$ cat config.mk
export PLATFORM = sky130hd
export DESIGN_NAME = adcrd_ctrl
export DESIGN_NICKNAME = d
export VERILOG_FILES = /design/src/rtl/adcrd_pkg.sv /design/src/rtl/adcrd_phase_timer.sv /design/src/rtl/adcrd_frame_ctl.sv /design/src/rtl/adcrd_result_asm.sv /design/src/rtl/adcrd_ctrl.sv
export SDC_FILE = /design/constraint.sdc
export NUM_CORES = 1
export LEC_CHECK = 0
export ABC_AREA = 1
export BUFFER_PORTS_ARGS = -buffer_cell sky130_fd_sc_hd__buf_2
export CAP_MARGIN = 25
export CORE_AREA = 2 2 96 98
export CTS_BUF_LIST = sky130_fd_sc_hd__clkbuf_2
export CTS_CLUSTER_DIAMETER = 30
export DETAILED_ROUTE_END_ITERATION = 8
export DIE_AREA = 0 0 98 100
export PLACE_DENSITY_LB_ADDON = 0.15
export SYNTH_ARGS = -nofsm -noshare
export SYNTH_HDL_FRONTEND = slang
export SYNTH_SLANG_ARGS = --single-unit
$ cat constraint.sdc
create_clock -name clk -period 2 [get_ports clk]
set_input_delay 0.4 -clock clk [delete_from_list [all_inputs] [get_ports clk]]
set_output_delay 0.4 -clock clk [all_outputs]
set_load 0.02 [all_outputs]
$ cat src/rtl/adcrd_pkg.sv
package adcrd_pkg;
  localparam int RD_LEAD_BITS  = 4;
  localparam int RD_DATA_BITS  = 12;
  localparam int RD_FRAME_CLKS = RD_LEAD_BITS + RD_DATA_BITS;
  localparam int RD_OUT_W      = 16;
  localparam int RD_BIT_W      = $clog2(RD_FRAME_CLKS);

  typedef enum logic [1:0] {
    RD_SINGLE = 2'd0,
    RD_STREAM = 2'd1,
    RD_CLIP   = 2'd2,
    RD_RSVD   = 2'd3
  } rd_mode_e;
endpackage

$ cat src/rtl/adcrd_phase_timer.sv
module adcrd_phase_timer #(
  parameter int HALF_DIV = 4
) (
  input  logic clk,
  input  logic rst_n,
  input  logic run,
  output logic tick
);
  localparam int CW = (HALF_DIV < 2) ? 1 : $clog2(HALF_DIV);
  localparam logic [CW-1:0] LAST = CW'(HALF_DIV - 1);

  logic [CW-1:0] cnt_q;

  always_ff @(posedge clk or negedge rst_n) begin
    if (!rst_n)             cnt_q <= '0;
    else if (!run)          cnt_q <= '0;
    else if (cnt_q == LAST) cnt_q <= '0;
    else                    cnt_q <= cnt_q + 1'b1;
  end

  assign tick = run && (cnt_q == LAST);
endmodule

$ cat src/rtl/adcrd_frame_ctl.sv
module adcrd_frame_ctl
  import adcrd_pkg::*;
#(
  parameter int CNT_W = 8
) (
  input  logic                clk,
  input  logic                rst_n,
  input  logic                start,
  input  logic [1:0]          mode,
  input  logic [CNT_W-1:0]    sample_count,
  input  logic [RD_BIT_W-1:0] short_bits,
  input  logic                tick,
  output logic                active,
  output logic                cs_n,
  output logic                sclk,
  output logic                done,
  output logic                cap,
  output logic                cap_last,
  output logic [RD_BIT_W-1:0] cap_bit,
  output logic [RD_BIT_W-1:0] keep_bits,
  output logic                partial
);
  localparam logic [RD_BIT_W-1:0] FULL_K   = RD_BIT_W'(RD_DATA_BITS);
  localparam logic [RD_BIT_W-1:0] LEAD_OFS = RD_BIT_W'(RD_LEAD_BITS - 1);
  localparam logic [RD_BIT_W-1:0] TOP_BIT  = RD_BIT_W'(RD_FRAME_CLKS - 1);

  rd_mode_e            mode_e;
  logic                clip_d;
  logic [RD_BIT_W-1:0] keep_d;
  logic [CNT_W-1:0]    left_d;

  logic                sclk_q, done_q, part_q;
  logic [RD_BIT_W-1:0] bit_q, last_q, keep_q;
  logic [CNT_W-1:0]    left_q;

  assign mode_e = rd_mode_e'(mode);

  always_comb begin
    clip_d = (mode_e == RD_CLIP) && (short_bits != '0) && (short_bits < FULL_K);
    keep_d = clip_d ? short_bits : FULL_K;
    if (mode_e == RD_STREAM && sample_count != '0) left_d = sample_count - 1'b1;
    else                                           left_d = '0;
  end

  always_ff @(posedge clk or negedge rst_n) begin
    if (!rst_n) begin
      active <= 1'b0;
      sclk_q <= 1'b0;
      done_q <= 1'b0;
      part_q <= 1'b0;
      bit_q  <= '0;
      last_q <= '0;
      keep_q <= FULL_K;
      left_q <= '0;
    end else begin
      done_q <= 1'b0;
      if (!active) begin
        if (start) begin
          active <= 1'b1;
          sclk_q <= 1'b0;
          bit_q  <= '0;
          keep_q <= keep_d;
          last_q <= keep_d + LEAD_OFS;
          part_q <= clip_d;
          left_q <= left_d;
        end
      end else if (tick) begin
        if (!sclk_q) begin
          sclk_q <= 1'b1;
        end else if (bit_q == last_q && left_q == '0) begin
          sclk_q <= 1'b0;
          active <= 1'b0;
          done_q <= 1'b1;
        end else begin
          sclk_q <= 1'b0;
          if (bit_q == TOP_BIT) begin
            bit_q  <= '0;
            left_q <= left_q - 1'b1;
          end else begin
            bit_q <= bit_q + 1'b1;
          end
        end
      end
    end
  end

  assign cs_n      = ~active;
  assign sclk      = sclk_q;
  assign done      = done_q;
  assign cap       = tick && !sclk_q;
  assign cap_last  = cap && (bit_q == last_q);
  assign cap_bit   = bit_q;
  assign keep_bits = keep_q;
  assign partial   = part_q;

  assert_sclk_only_in_frame_R2: assert property (@(posedge clk) disable iff (!rst_n)
    sclk |-> !cs_n);
  assert_no_rise_after_select_R2: assert property (@(posedge clk) disable iff (!rst_n)
    $fell(cs_n) |=> !sclk);
  assert_done_with_select_rise_R10: assert property (@(posedge clk) disable iff (!rst_n)
    $rose(cs_n) |-> done);
  assert_done_single_cycle_R10: assert property (@(posedge clk) disable iff (!rst_n)
    done |=> !done);
  assert_start_ignored_busy_R9: assert property (@(posedge clk) disable iff (!rst_n)
    (active && start) |=> ($stable(last_q) && $stable(part_q)));
endmodule

$ cat src/rtl/adcrd_result_asm.sv
module adcrd_result_asm
  import adcrd_pkg::*;
(
  input  logic                clk,
  input  logic                rst_n,
  input  logic                miso,
  input  logic                cap,
  input  logic                cap_last,
  input  logic [RD_BIT_W-1:0] cap_bit,
  input  logic [RD_BIT_W-1:0] keep_bits,
  input  logic                partial,
  input  logic                res_ready,
  output logic                res_valid,
  output logic [RD_OUT_W-1:0] res_data,
  output logic                res_partial,
  output logic                lead_err
);
  localparam logic [RD_BIT_W-1:0] LEAD_L = RD_BIT_W'(RD_LEAD_BITS);
  localparam logic [RD_BIT_W-1:0] DATA_L = RD_BIT_W'(RD_DATA_BITS);
  localparam int EXT_W = RD_OUT_W - RD_DATA_BITS;

  logic [RD_DATA_BITS-1:0] shreg_q, word_d, aligned_d;
  logic [RD_BIT_W-1:0]     shamt_d;
  logic                    in_lead;

  assign in_lead   = cap_bit < LEAD_L;
  assign word_d    = {shreg_q[RD_DATA_BITS-2:0], miso};
  assign shamt_d   = DATA_L - keep_bits;
  assign aligned_d = word_d << shamt_d;

  always_ff @(posedge clk or negedge rst_n) begin
    if (!rst_n) begin
      shreg_q     <= '0;
      lead_err    <= 1'b0;
      res_valid   <= 1'b0;
      res_data    <= '0;
      res_partial <= 1'b0;
    end else begin
      if (cap) begin
        if (in_lead) begin
          shreg_q <= '0;
          if (miso) lead_err <= 1'b1;
        end else begin
          shreg_q <= word_d;
        end
      end
      if (cap_last) begin
        res_valid   <= 1'b1;
        res_data    <= {{EXT_W{aligned_d[RD_DATA_BITS-1]}}, aligned_d};
        res_partial <= partial;
      end else if (res_valid && res_ready) begin
        res_valid <= 1'b0;
      end
    end
  end

  assert_hold_under_backpressure_R11: assert property (@(posedge clk) disable iff (!rst_n)
    (res_valid && !res_ready && !cap_last) |=>
      (res_valid && $stable(res_data) && $stable(res_partial)));
  assert_lead_err_sticky_R8: assert property (@(posedge clk) disable iff (!rst_n)
    lead_err |=> lead_err);
  assert_result_sign_ext_R4: assert property (@(posedge clk) disable iff (!rst_n)
    res_valid |-> (res_data[RD_OUT_W-1:RD_DATA_BITS] == {EXT_W{res_data[RD_DATA_BITS-1]}}));
endmodule

$ cat src/rtl/adcrd_ctrl.sv
module adcrd_ctrl
  import adcrd_pkg::*;
#(
  parameter int HALF_DIV = 4,
  parameter int CNT_W    = 8
) (
  input  logic                clk,
  input  logic                rst_n,
  input  logic                start,
  input  logic [1:0]          mode,
  input  logic [CNT_W-1:0]    sample_count,
  input  logic [3:0]          short_bits,
  output logic                busy,
  output logic                done,
  output logic                lead_err,
  output logic                spi_cs_n,
  output logic                spi_sclk,
  input  logic                spi_miso,
  output logic                res_valid,
  input  logic                res_ready,
  output logic [15:0]         res_data,
  output logic                res_partial
);
  logic                tick, active, cap, cap_last, partial;
  logic [RD_BIT_W-1:0] cap_bit, keep_bits;

  adcrd_phase_timer #(.HALF_DIV(HALF_DIV)) timer_i (
    .clk(clk), .rst_n(rst_n), .run(active), .tick(tick)
  );

  adcrd_frame_ctl #(.CNT_W(CNT_W)) frame_i (
    .clk(clk), .rst_n(rst_n), .start(start), .mode(mode),
    .sample_count(sample_count), .short_bits(short_bits), .tick(tick),
    .active(active), .cs_n(spi_cs_n), .sclk(spi_sclk), .done(done),
    .cap(cap), .cap_last(cap_last), .cap_bit(cap_bit),
    .keep_bits(keep_bits), .partial(partial)
  );

  adcrd_result_asm asm_i (
    .clk(clk), .rst_n(rst_n), .miso(spi_miso), .cap(cap),
    .cap_last(cap_last), .cap_bit(cap_bit), .keep_bits(keep_bits),
    .partial(partial), .res_ready(res_ready), .res_valid(res_valid),
    .res_data(res_data), .res_partial(res_partial), .lead_err(lead_err)
  );

  assign busy = active;
endmodule

# Yosys cells after proc, flatten, opt, wreduce, memory -nomap -nowiden
# Cells that the tools add are included.
# word_totals
regBits	52
latch_bits	0
ram_bits	0
romBits	0
input_bits	19
output_inout_bits	23
elab_cells	84
memories	0
# classes
add_sub_neg	6
multipliers	0
n_div	0
n_lt_le_gt_ge	2
n_eq_ne	9
n_shift	1
mux	32
bitwise	1
reduce_logical	19
# op_table
cell	n
$mux W8	7
$mux W4	7
$sub A8 B1 Y8 const B	2
$mux W1	15
$shl A12 B4 Y12	1
$mux W11	1
$logic_and A1 B1 Y1	8
$logic_not A8 Y1	1
$reduce_bool A8 Y1	1
$ne A2 B2 Y1 const B	3
$reduce_and A5 Y1	1
$add A4 B1 Y4 const B	1
$add A4 B2 Y4 const B	1
$eq A2 B2 Y1 const B	2
$eq A4 B4 Y1	1
$eq A4 B4 Y1 const B	1
$lt A4 B3 Y1 const B	1
$lt A4 B4 Y1 const B	1
$mux W2	2
$reduce_and A2 Y1	2
$reduce_and A4 Y1	1
$reduce_bool A2 Y1	2
$reduce_bool A4 Y1	1
$sub A4 B4 Y4 const A	1
6 further kinds	6

# Depth between registers and ports, before layout
# Gate-level depths: netlist (run 1).
# depth
word_depth	6
mapped_depth	12
mapped_depth_nobuf	10

# Hierarchy
# Synthesis (run 1) repeated with hierarchy kept, for this count alone.
# hier_totals
cells_unflattened	460
hier_area_um2	3280.6
# by_module_without_submodules
mod	instances	cells_each	area_each_um2	seq_area_each_um2
adcrd_frame_ctl	1	241	1694.1	603.1
adcrd_result_asm	1	210	1498.9	650.6
adcrd_phase_timer	1	9	87.6	50.0

# Worst setup path after synthesis (run 1)
# Ideal clock, no wire load.
# synth_timing
path_type	register -> register
from	register frame_i.keep_q[0], in the netlist frame_i.keep_bits[0]
to	register asm_i.res_data[11] (netlist name)
setup_ns	0.117
arrival_time_ns	1.686
t_required_ns	1.883
setup_slack_ns	0.197
path_stages_with_launch	13
n_path_buf	2
period_less_slack_ns	1.803
path_cell_list	dfrtp_1 inv_2 buf_4 ha_1 inv_1 clkbuf_1 nand3_1 nand3_1 nand2_1 nand2_1 nand2_1 nand2_1 nand2_1
# synth_via
elab_chain_cells	2
# synth_rtl
item	line	text
start, declared	adcrd_frame_ctl.sv:33	logic [RD_BIT_W-1:0] bit_q, last_q, keep_q;
start signal, assigned	adcrd_frame_ctl.sv:62	keep_q <= keep_d;
$sub A4 B4 Y4	adcrd_result_asm.sv:28	assign shamt_d = DATA_L - keep_bits;
$shl A12 B4 Y12	adcrd_result_asm.sv:29	assign aligned_d = word_d << shamt_d;
# Every way passes these cells.
# A chain may end at the register's enable or synchronous reset.

# Worst setup path in the final report (run 1)
# layout_timing
from	register frame_i.active
to	output spi_cs_n
# layout_via
elab_chain_cells	1
# layout_rtl
item	line	text
start, declared	adcrd_frame_ctl.sv:13	output logic active,
start signal, assigned	adcrd_frame_ctl.sv:47	active <= 1'b0;
start signal, assigned	adcrd_frame_ctl.sv:59	active <= 1'b1;
start signal, assigned	adcrd_frame_ctl.sv:72	active <= 1'b0;
$not A1 Y1 (no line)	--	
end, declared	adcrd_ctrl.sv:16	output logic spi_cs_n,
# Every way passes these cells.

==> flow_summary.yaml, run 1 <==
worst_setup_path:
  start_kind: "register"
  cp-end-kind: "output pin"
  critPathTopFamily: "flip-flops"
  crit_chain: "inv_2 > buf_2"
  crit_cells: 2
  cp_data_arrival_time_ns: 1.36
  crit_slowest_cell: "dfrtp_1"
  r2r_cells: 10
  cp.buffers_inverters: 2
  critPathMaxFanout: 10
  crit_required_ns: 1.60
  critical_path_class: "register to output pin"
  crit_path_max_incr_delay_ns: 0.47
synthesis:
  synth_seq_cells: 52
  yosysTopAreaCellShare_pct: 38.3
  synth_top_cell_by_area: "dfrtp_1"
  synthXorXnorAreaFrac_pct: 1.76
  seq_area_frac_synth_pct: 39.9
  yosys_warnings: 0
  ys_types: 39
  synth.mux.area_fraction_pct: 0
  avgSynthCellArea_sq_um: 7.23
  syn-cell-area_sq_um: 3270
  ys_top_cells_by_area: "dfrtp_1, nand2_1, nand3_1"
  synth-simple-area-share_pct: 36.5
  synth_top_family_by_area: "simple AND/OR/NAND/NOR gates"
  syn_inst: 452
  synth.net_count: 479
  synth_adder_area_share_pct: 3.06
  synth_compound_area_share_pct: 9.73
placed_design:
  pre_cts_slack_ns: 0.262
  dpl.hpwl_um: 5570
  portBuffers: 41
  globalplace.congestion: 0.887
clock_tree:
  cts_max_level: 2
  clkSinkCount: 52
  cts_buffer_depth: 2
  post_cts_buffers: 0
  cts_tree: "yes"
  cts_buffers: 5
  cts_resized: 0
  ctsHoldBuffers: 1
  worstSkewPairLatency_ns: 0.47
  clk_pin_slew_ns: 0.30
  cts_root_buf: "clkbuf_2"
routing:
  met2_length_um: 3160
  vias: 2939
  first_pass_iters: 4
  avgViaCountPerCell: 4.83
  ant_nets: 0
  routed_wl_um: 7290
  drc_errors: 0
  wl_met1_um: 3690
  wl_per_cell_um: 12.0
  first_iter_violations: 182
  wl_met3_um: 317
  routed.top_layer: "met4"
global_routing:
  grt_use_total_pct: 15.8
  grt.overflow.total: 0
  grt_pass1_wl_um: 12700
  antenna_found_initial: 0
  grt_pass1_vias: 2639
  grt_max_degree: 22
layout:
  n_antenna_cell: 0
  mostFrequentLayoutCells: "nand2_1, nand3_1, dfrtp_1"
  post_route_cells_drive_above_1_share_pct: 19.1
  final_net_count: 523
  final_common_cell: "nand2_1"
  area_delta_synth_final_pct: 12.3
job:
  maxCapViolCount: 0
power:
  vdd_drop_max_v: 0.000449
  power_density_nw_per_um2: 1430
  leakage_uw: 0.00188
sta:
  timing.final.crit_share_pct: 88.2
  fin_setup_tns_ns: 0
  fin_ws_ns: 0.236
  hold_viol_final: 0
  tightest_slew_ns: 0.512
  finalClockSkew_ns: 0.0347
  grt_setup_unrepaired: "false"
  period_minus_slack_ns: 1.76
  final-max-slew-violation-count: 0
  fmax_mhz: 567
  relSlewSlack_pct: 65.8
  setup_viol: 0
floorplan:
  fp.dieH_um: 100
  start_util_pct: 36.7
  dieArea_sq_um: 9800
  core_sq_um: 8890
  die_w_um: 98
  io_pins: 42
  rows: 35
min_path:
  hold_path.class: "input port to register"
  whs_path_depth: 2
status:
  status: "complete, no violations"
## report_power, final
part           total, uW  switching (uW)  leakage [uW]  internal, uW
logic               3000            1950       0.00120          1050
clock network        591             370     0.0000436           221
registers           1670             276      0.000638          1400
## cells by family (layout without fill, tap and decap cells)
group                      after synthesis  after routing
and+or+nand+nor                        267            267
buffers and inverters                   68            113
AOI/OAI and AO/OA                       53             53
DFF                                     52             52
adders and majority gates                8              8
xor gates and xnor gates                 4              4
## flip-flops by register name, indices dropped and copies added (netlist names)
| name | count |
|---|---|
| asm_i.res_data | 12 |
| asm_i.shreg_q | 11 |
| frame_i.left_q | 8 |
| frame_i.cap_bit | 4 |
| frame_i.keep_bits | 4 |
| frame_i.last_q | 4 |
| timer_i.cnt_q | 2 |
| asm_i.lead_err | 1 |
| asm_i.res_partial | 1 |
| asm_i.res_valid | 1 |
| frame_i.active | 1 |
| frame_i.done | 1 |
| frame_i.partial | 1 |
| frame_i.sclk | 1 |
## routing by layer
layer	track usage (%)	vias up
li1	-	1540
met1	22.9	1323
met2	24.4	67
met3	2.72	9
met4	4.91	0
met5	0	-
## metrics by stage
stage | instances | hold WS (ns) | utilization, % | power (uW) | area, sq um
after floorplan | 452 | 0.104 | - | 4020 | 3270
after global placement | 599 | 0.400 | 40.4 | 4690 | 3590
after detailed placement | 599 | 0.413 | 40.4 | 4710 | 3590
after CTS | 608 | 0.0299 | 41.3 | 5310 | 3670
after global routing | 608 | 0.0237 | 41.3 | 5810 | 3670
final | 608 | 0.0457 | 41.3 | 5260 | 3670
## Yosys cell counts
master	instances
nand2_1	158
nand3_1	60
dfrtp_1	50
inv_1	44
nor2_1	24
o21ai_0	20
o21ai_1	9
ha_1	8
inv_2	8
a21oi_1	7
o21ai_2	7
buf_4	6
o31ai_1	5
buf_2	4
nor2_4	4
nor3_1	4
clkbuf_1	3
nand2_2	3
nand4_1	3
dfstp_2	2
nand2_4	2
nor2_2	2
o21a_1	2
xor2_2	2
a31o_2	1
and2_1	1
buf_6	1
clkinv_1	1
clkinv_4	1
nand3_2	1
nand3_4	1
nand3b_1	1
nand4_2	1
nor3_2	1
nor3b_1	1
o211ai_1	1
o21bai_1	1
xnor2_2	1
xor2_1	1
## worst paths after layout
path	startpoint	slack, ns	endpoint
max reg2reg	frame_i.keep_bits[0]	0.24	asm_i.res_data[10]
min in group asynchronous	rst_n	0.37	asm_i.res_valid
min	res_ready	0.05	asm_i.res_valid
max	frame_i.active	0.24	spi_cs_n
min reg2reg	timer_i.cnt_q[0]	0.46	timer_i.cnt_q[0]
max in group asynchronous	rst_n	0.96	frame_i.cap_bit[3]
## layout make-up
class / instances / area [sq um]
clock inverter: 2 / 38.8
tap: 111 / 139
fill: 945 / 5220
multi-input combinational: 332 / 1670
clock buffer: 6 / 30.0
timing repair buffer: 51 / 283
sequential: 52 / 1300
inverter: 54 / 208
Note: power is estimated with default switching activity, not from simulation.
==> run 2: changes to the inputs <==
--- a/config.mk
+++ b/config.mk
@@ -5,15 +5,16 @@
 export SDC_FILE = /design/constraint.sdc
 export NUM_CORES = 1
 export LEC_CHECK = 0
-export ABC_AREA = 1
+export ABC_AREA = 0
 export BUFFER_PORTS_ARGS = -buffer_cell sky130_fd_sc_hd__buf_2
 export CAP_MARGIN = 25
-export CORE_AREA = 2 2 96 98
+export CORE_AREA = 2 2 93 95
 export CTS_BUF_LIST = sky130_fd_sc_hd__clkbuf_2
 export CTS_CLUSTER_DIAMETER = 30
 export DETAILED_ROUTE_END_ITERATION = 8
-export DIE_AREA = 0 0 98 100
+export DIE_AREA = 0 0 95 97
 export PLACE_DENSITY_LB_ADDON = 0.15
 export SYNTH_ARGS = -nofsm -noshare
 export SYNTH_HDL_FRONTEND = slang
 export SYNTH_SLANG_ARGS = --single-unit
+export TNS_END_PERCENT = 20
==> run 2 against run 1 <==
Worst setup slack lost 0.098 ns; highest routed layer unchanged; critical path depth grew 1; clock skew shrank 0.016 ns; worst hold slack gained 0.058 ns; cell count shrank 20%; combinational power shrank 87%; cell area shrank 4.4%; sequential share of layout area grew 1.7 points; die area shrank 6.0%.
==> flow_summary.yaml, run 2 <==
placed_design:
  placed_area_sq_um: 3430
  globalplace.congestion: 0.809
  portBuffers: 41
  dpl.hpwl_um: 5310
layout:
  final_net_count: 407
  mostFrequentLayoutCells: "nand2_1, dfrtp_1, buf_2"
  final_common_cell: "nand2_1"
  final_cell_area_sq_um: 3510
  n_antenna_cell: 0
  regMostFlops: "asm_i.res_data"
  post_route_cells_drive_above_1_share_pct: 23.6
  largest_reg_flops: 12
  area_delta_synth_final_pct: 14.4
  reg.largest.list: "asm_i.res_data: 12 flops, asm_i.shreg_q: 11 flops, frame_i.left_q: 8 flops"
floorplan:
  fp.dieH_um: 97
  rows: 33
  io_pins: 42
  die_w_um: 95
  core_sq_um: 8130
  dieArea_sq_um: 9220
  start_util_pct: 37.7
sta:
  period_minus_slack_ns: 1.86
  grt_setup_unrepaired: "false"
  tightest_slew_ns: 0.487
  final-max-slew-violation-count: 0
  fin_setup_tns_ns: 0
  timing.final.crit_share_pct: 93.1
  fin_hold_ws_ns: 0.104
  setup_viol: 0
  relSlewSlack_pct: 67.2
  finalClockSkew_ns: 0.0188
  hold_viol_final: 0
  fmax_mhz: 537
global_routing:
  antenna_found_initial: 0
  grt_pass1_vias: 2411
  grt_pass1_wl_um: 11700
  grt.overflow.total: 0
  grt_max_degree: 35
  grt_use_total_pct: 15.9
synthesis:
  synthFlopType: "dfrtp_1"
  yosysTopAreaCellShare_pct: 40.8
  synth_seq_cells: 52
  yosys_warnings: 0
  seq_area_frac_synth_pct: 42.5
  ys_async_sr_fraction_pct: 100
  ys_top_cells_by_area: "dfrtp_1, nand2_1, o21ai_0"
  syn_inst: 335
  synth_top_cell_by_area: "dfrtp_1"
  syn-cell-area_sq_um: 3070
  synth-edff-count: 0
  synth_common_cells: "nand2_1, dfrtp_1, o21ai_0"
  ys_types: 53
  avgSynthCellArea_sq_um: 9.15
  synth.most_common_cell: "nand2_1"
  synth.net_count: 362
status:
  status: "complete, no violations"
power:
  power_density_nw_per_um2: 591
  vdd_drop_max_v: 0.000272
  leakage_uw: 0.00158
routing:
  met2_length_um: 3290
  wl_met3_um: 185
  routed_wl_um: 6900
  first_iter_violations: 98
  routed.top_layer: "met4"
  ant_nets: 0
  first_pass_iters: 4
  wl_met1_um: 3320
  drc_errors: 0
  wl_per_cell_um: 14.2
  vias: 2529
  avgViaCountPerCell: 5.20
clock_tree:
  clk_pin_slew_ns: 0.27
  cts_buffer_depth: 2
  cts_tree: "yes"
  clkSinkCount: 52
  cts_max_level: 2
  cts_root_buf: "clkbuf_2"
  cts_buffers: 5
  worstSkewPairLatency_ns: 0.44
  post_cts_buffers: 0
worst_setup_path:
  cp_data_arrival_time_ns: 1.46
  cp-end-kind: "output pin"
  crit_required_ns: 1.60
  critical_path_class: "register to output pin"
  critPathMaxFanout: 11
  start_kind: "register"
job:
  maxCapViolCount: 0
min_path:
  hold_path.class: "input port to register"
run 2: cell count changes after synthesis, sizes merged, moves of 7 or more:
cell | previous run | this run
a21oi | 7 | 16
clkbuf | 3 | 10
inv | 52 | 11
mux2i | 0 | 7
nand2 | 163 | 56
nand3 | 62 | 16
nor2 | 30 | 21
xnor2 | 1 | 11
run 2: what timing repair did:
item	in CTS	in global routing
hold buffers	1	0
hold endpoints to repair	18	0
endpoints found under the setup margin	0	2
resized for setup	0	1
run 2: layer usage:
layer | GRT usage, % | vias up
met5 | 0 | -
met4 | 4.35 | 0
met3 | 2.57 | 10
met2 | 26.4 | 49
met1 | 21.5 | 1203
li1 | - | 1267
run 2: area by class of cell:
class / count / area (sq um)
inverters: 11 / 41.3
clock buffers: 6 / 30.0
repair buffers: 58 / 348
multi-input cells: 252 / 1620
flip-flops and latches: 52 / 1310
clock inverters: 2 / 35.0
fillers: 812 / 4630
well taps: 105 / 131
run 2: final timing paths:
path,to,depth (start not counted),slack [ns],startpoint
min in group asynchronous,asm_i.lead_err,2,0.39,rst_n
setup / recovery,spi_cs_n,3,0.14,frame_i.active
hold reg to reg,timer_i.cnt_q[0],1,0.46,timer_i.cnt_q[0]
setup reg to reg,asm_i.res_data[4],5,0.20,frame_i.cap_bit[2]
max in group asynchronous,frame_i.keep_bits[3],3,1.00,rst_n
hold / removal,asm_i.res_valid,2,0.10,res_ready
run 2: worst max-delay path, stage by stage (launching register included):
cell and delay [ns]:
dfrtp_2 0.54, inv_1 0.11, buf_4 0.19, buf_2 0.19
run 2: cells by family after synthesis:
kind of cell	count (synthesis)	synth area share, %
compound gates	88	17.7
xor+xnor	15	4.53
fa+ha+maj	8	3.27
buf+inv	31	4.73
flops	52	42.5
mux	16	7.43
simple gates	125	19.8
run 2: per-stage QoR:
| stage | utilization [%] | setup WS (ns) | cells | total power, uW |
|---|---|---|---|---|
| after CTS | 43.1 | 0.0395 | 486 | 2100 |
| after global routing | 43.1 | 0.00852 | 486 | 2200 |
| final | 43.1 | 0.137 | 486 | 2070 |
| after floorplan | - | 0.00339 | 335 | 1410 |
| after global placement | 42.2 | 0.157 | 477 | 1540 |
| after detailed placement | 42.2 | 0.135 | 477 | 1540 |
run 2: where the power goes:
group / switching [uW] / internal (uW)
logic: 231 / 152
clock network: 337 / 215
registers: 34.6 / 1100
total: 603 / 1470
==> run 3: changes to the inputs <==
--- a/config.mk
+++ b/config.mk
@@ -10,10 +10,10 @@
 export CAP_MARGIN = 25
 export CORE_AREA = 2 2 93 95
 export CTS_BUF_LIST = sky130_fd_sc_hd__clkbuf_2
-export CTS_CLUSTER_DIAMETER = 30
 export DETAILED_ROUTE_END_ITERATION = 8
 export DIE_AREA = 0 0 95 97
 export PLACE_DENSITY_LB_ADDON = 0.15
+export SLEW_MARGIN = 25
 export SYNTH_ARGS = -nofsm -noshare
 export SYNTH_HDL_FRONTEND = slang
 export SYNTH_SLANG_ARGS = --single-unit
==> constraint.sdc (replaced) <==
create_clock -name clk -period 2.02 [get_ports clk]
set_input_delay 0.404 -clock clk [delete_from_list [all_inputs] [get_ports clk]]
set_output_delay 0.404 -clock clk [all_outputs]
set_load 0.02 [all_outputs]
==> run 3 against run 2 <==
Sequential power is essentially flat; worst setup slack lost 0.041 ns; register-to-register slack is essentially flat; cell area grew 0.25%; clock-buffer cell count is the same; die area is the same; combinational power shrank 2%; flip-flop and latch count is the same; largest cell class unchanged.
==> flow_summary.yaml, run 3 (same netlist as run 2, synthesis figures left out) <==
status:
  status: "complete, no violations"
layout:
  seq_area_sq_um: 1300
  fill_cells: 828
  n_antenna_cell: 0
  post_route_cells_drive_above_1_share_pct: 23.0
  mostFrequentLayoutCells: "nand2_1, dfrtp_1, buf_2"
  final_common_cell: "nand2_1"
  multi_input_area_sq_um: 1620
  largest_reg_flops: 12
  reg.largest.list: "asm_i.res_data: 12 flops, asm_i.shreg_q: 11 flops, frame_i.left_q: 8 flops"
  area_delta_synth_final_pct: 14.7
  regMostFlops: "asm_i.res_data"
  final_net_count: 405
  final_cell_area_sq_um: 3520
sta:
  period_minus_slack_ns: 1.92
  relSlewSlack_pct: 63.4
  setup_viol: 0
  fin_setup_tns_ns: 0
  fmax_mhz: 520
  finalClockSkew_ns: 0.0496
  grt_setup_unrepaired: "false"
  final-max-slew-violation-count: 0
  hold_viol_final: 0
  tightest_slew_ns: 0.547
  timing.final.crit_share_pct: 95.2
routing:
  wl_per_cell_um: 14.4
  first_pass_iters: 4
  drc_errors: 0
  ant_nets: 0
  routed_wl_um: 6980
  avgViaCountPerCell: 5.26
  vias: 2545
  first_iter_violations: 49
clock_tree:
  clkSinkCount: 52
  cts_buffers: 5
  clk_pin_slew_ns: 0.30
  cts_tree: "yes"
  cts_max_level: 2
  cts_buffer_depth: 2
  worstSkewPairLatency_ns: 0.45
  post_cts_buffers: 0
  cts_root_buf: "clkbuf_2"
power:
  power_density_nw_per_um2: 621
  leakage_uw: 0.00158
  vdd_drop_max_v: 0.000311
worst_setup_path:
  start_kind: "register"
  critPathMaxFanout: 11
  cp-end-kind: "output pin"
  cp_data_arrival_time_ns: 1.52
  crit_required_ns: 1.62
  critical_path_class: "register to output pin"
floorplan:
  die_w_um: 95
  dieArea_sq_um: 9220
  rows: 33
  io_pins: 42
  start_util_pct: 37.7
  core_sq_um: 8130
  fp.dieH_um: 97
global_routing:
  grt_pass1_vias: 2546
  grt.overflow.total: 0
  grt_use_total_pct: 16.3
  antenna_found_initial: 0
  grt_max_degree: 35
  grt_pass1_wl_um: 12100
min_path:
  hold_path.class: "input port to register"
placed_design:
  placed_area_sq_um: 3420
  globalplace.congestion: 0.845
  portBuffers: 41
  dpl.hpwl_um: 5300
job:
  maxCapViolCount: 0
## run 3: cell count changes in the layout (fill, tap and decap cells not counted)
cell	change
bufinv_16	+1
buf_4	-2
dfrtp_2	-1
dfrtp_1	+1
clkinv_2	-1
## run 3: repair_timing
item | in CTS | in global routing
gates resized for setup | 0 | 0
hold buffers | 1 | 0
hold endpoints to repair | 18 | 0
## run 3: layout make-up
| class | instances | area share, % |
|---|---|---|
| Inverter | 11 | 1.17 |
| Clock buffer | 6 | 0.854 |
| Sequential cell | 52 | 37.1 |
| Clock inverter | 2 | 1.71 |
| Timing Repair Buffer | 56 | 9.47 |
| Multi-Input combinational cell | 252 | 46.0 |
| Tap cell | 105 | 3.74 |
## run 3: critical path, stage by stage, from the launching register on
cell and delay [ns]:
dfrtp_1 0.59, inv_1 0.13, buf_4 0.20, buf_2 0.17
## run 3: through the flow
stage	worst slack [ns]	cells	util [%]	hold WS, ns	total power [uW]
finish	0.0967	484	43.2	0.0894	2180
global route	0.00419	484	43.2	0.0616	2300
CTS	0.0528	484	43.2	0.0537	2220
detailed placement	0.133	475	42.0	0.391	1530
global placement	0.158	475	42.0	0.388	1520
floorplan	0.0234	335	-	0.108	1400
## run 3: final timing paths
check / start / to / slack [ns] / cells past startpoint
setup / recovery: frame_i.active / spi_cs_n / 0.1 / 3
hold / removal: res_ready / asm_i.res_valid / 0.09 / 2
setup reg to reg: frame_i.keep_bits[0] / asm_i.res_data[6] / 0.19 / 6
hold reg to reg: timer_i.cnt_q[0] / timer_i.cnt_q[0] / 0.47 / 1
max in group asynchronous: rst_n / frame_i.keep_bits[2] / 1.01 / 3
min in group asynchronous: rst_n / asm_i.lead_err / 0.37 / 2
## run 3: metal layers
layer  up-vias  global-route usage [%]  routed length [um]
li1       1268                       -                   -
met1      1213                    21.5                3250
met2        54                    27.6                3420
met3        10                    2.49                 201
met4         0                    4.68                 108
met5         -                       0                   0
## run 3: power breakdown
part / switching, uW / internal, uW / leakage [uW] / total, uW
Sequential: 34.4 / 1090 / 0.000631 / 1130
Clock: 341 / 338 / 0.0000532 / 679
Combinational: 229 / 147 / 0.000894 / 376
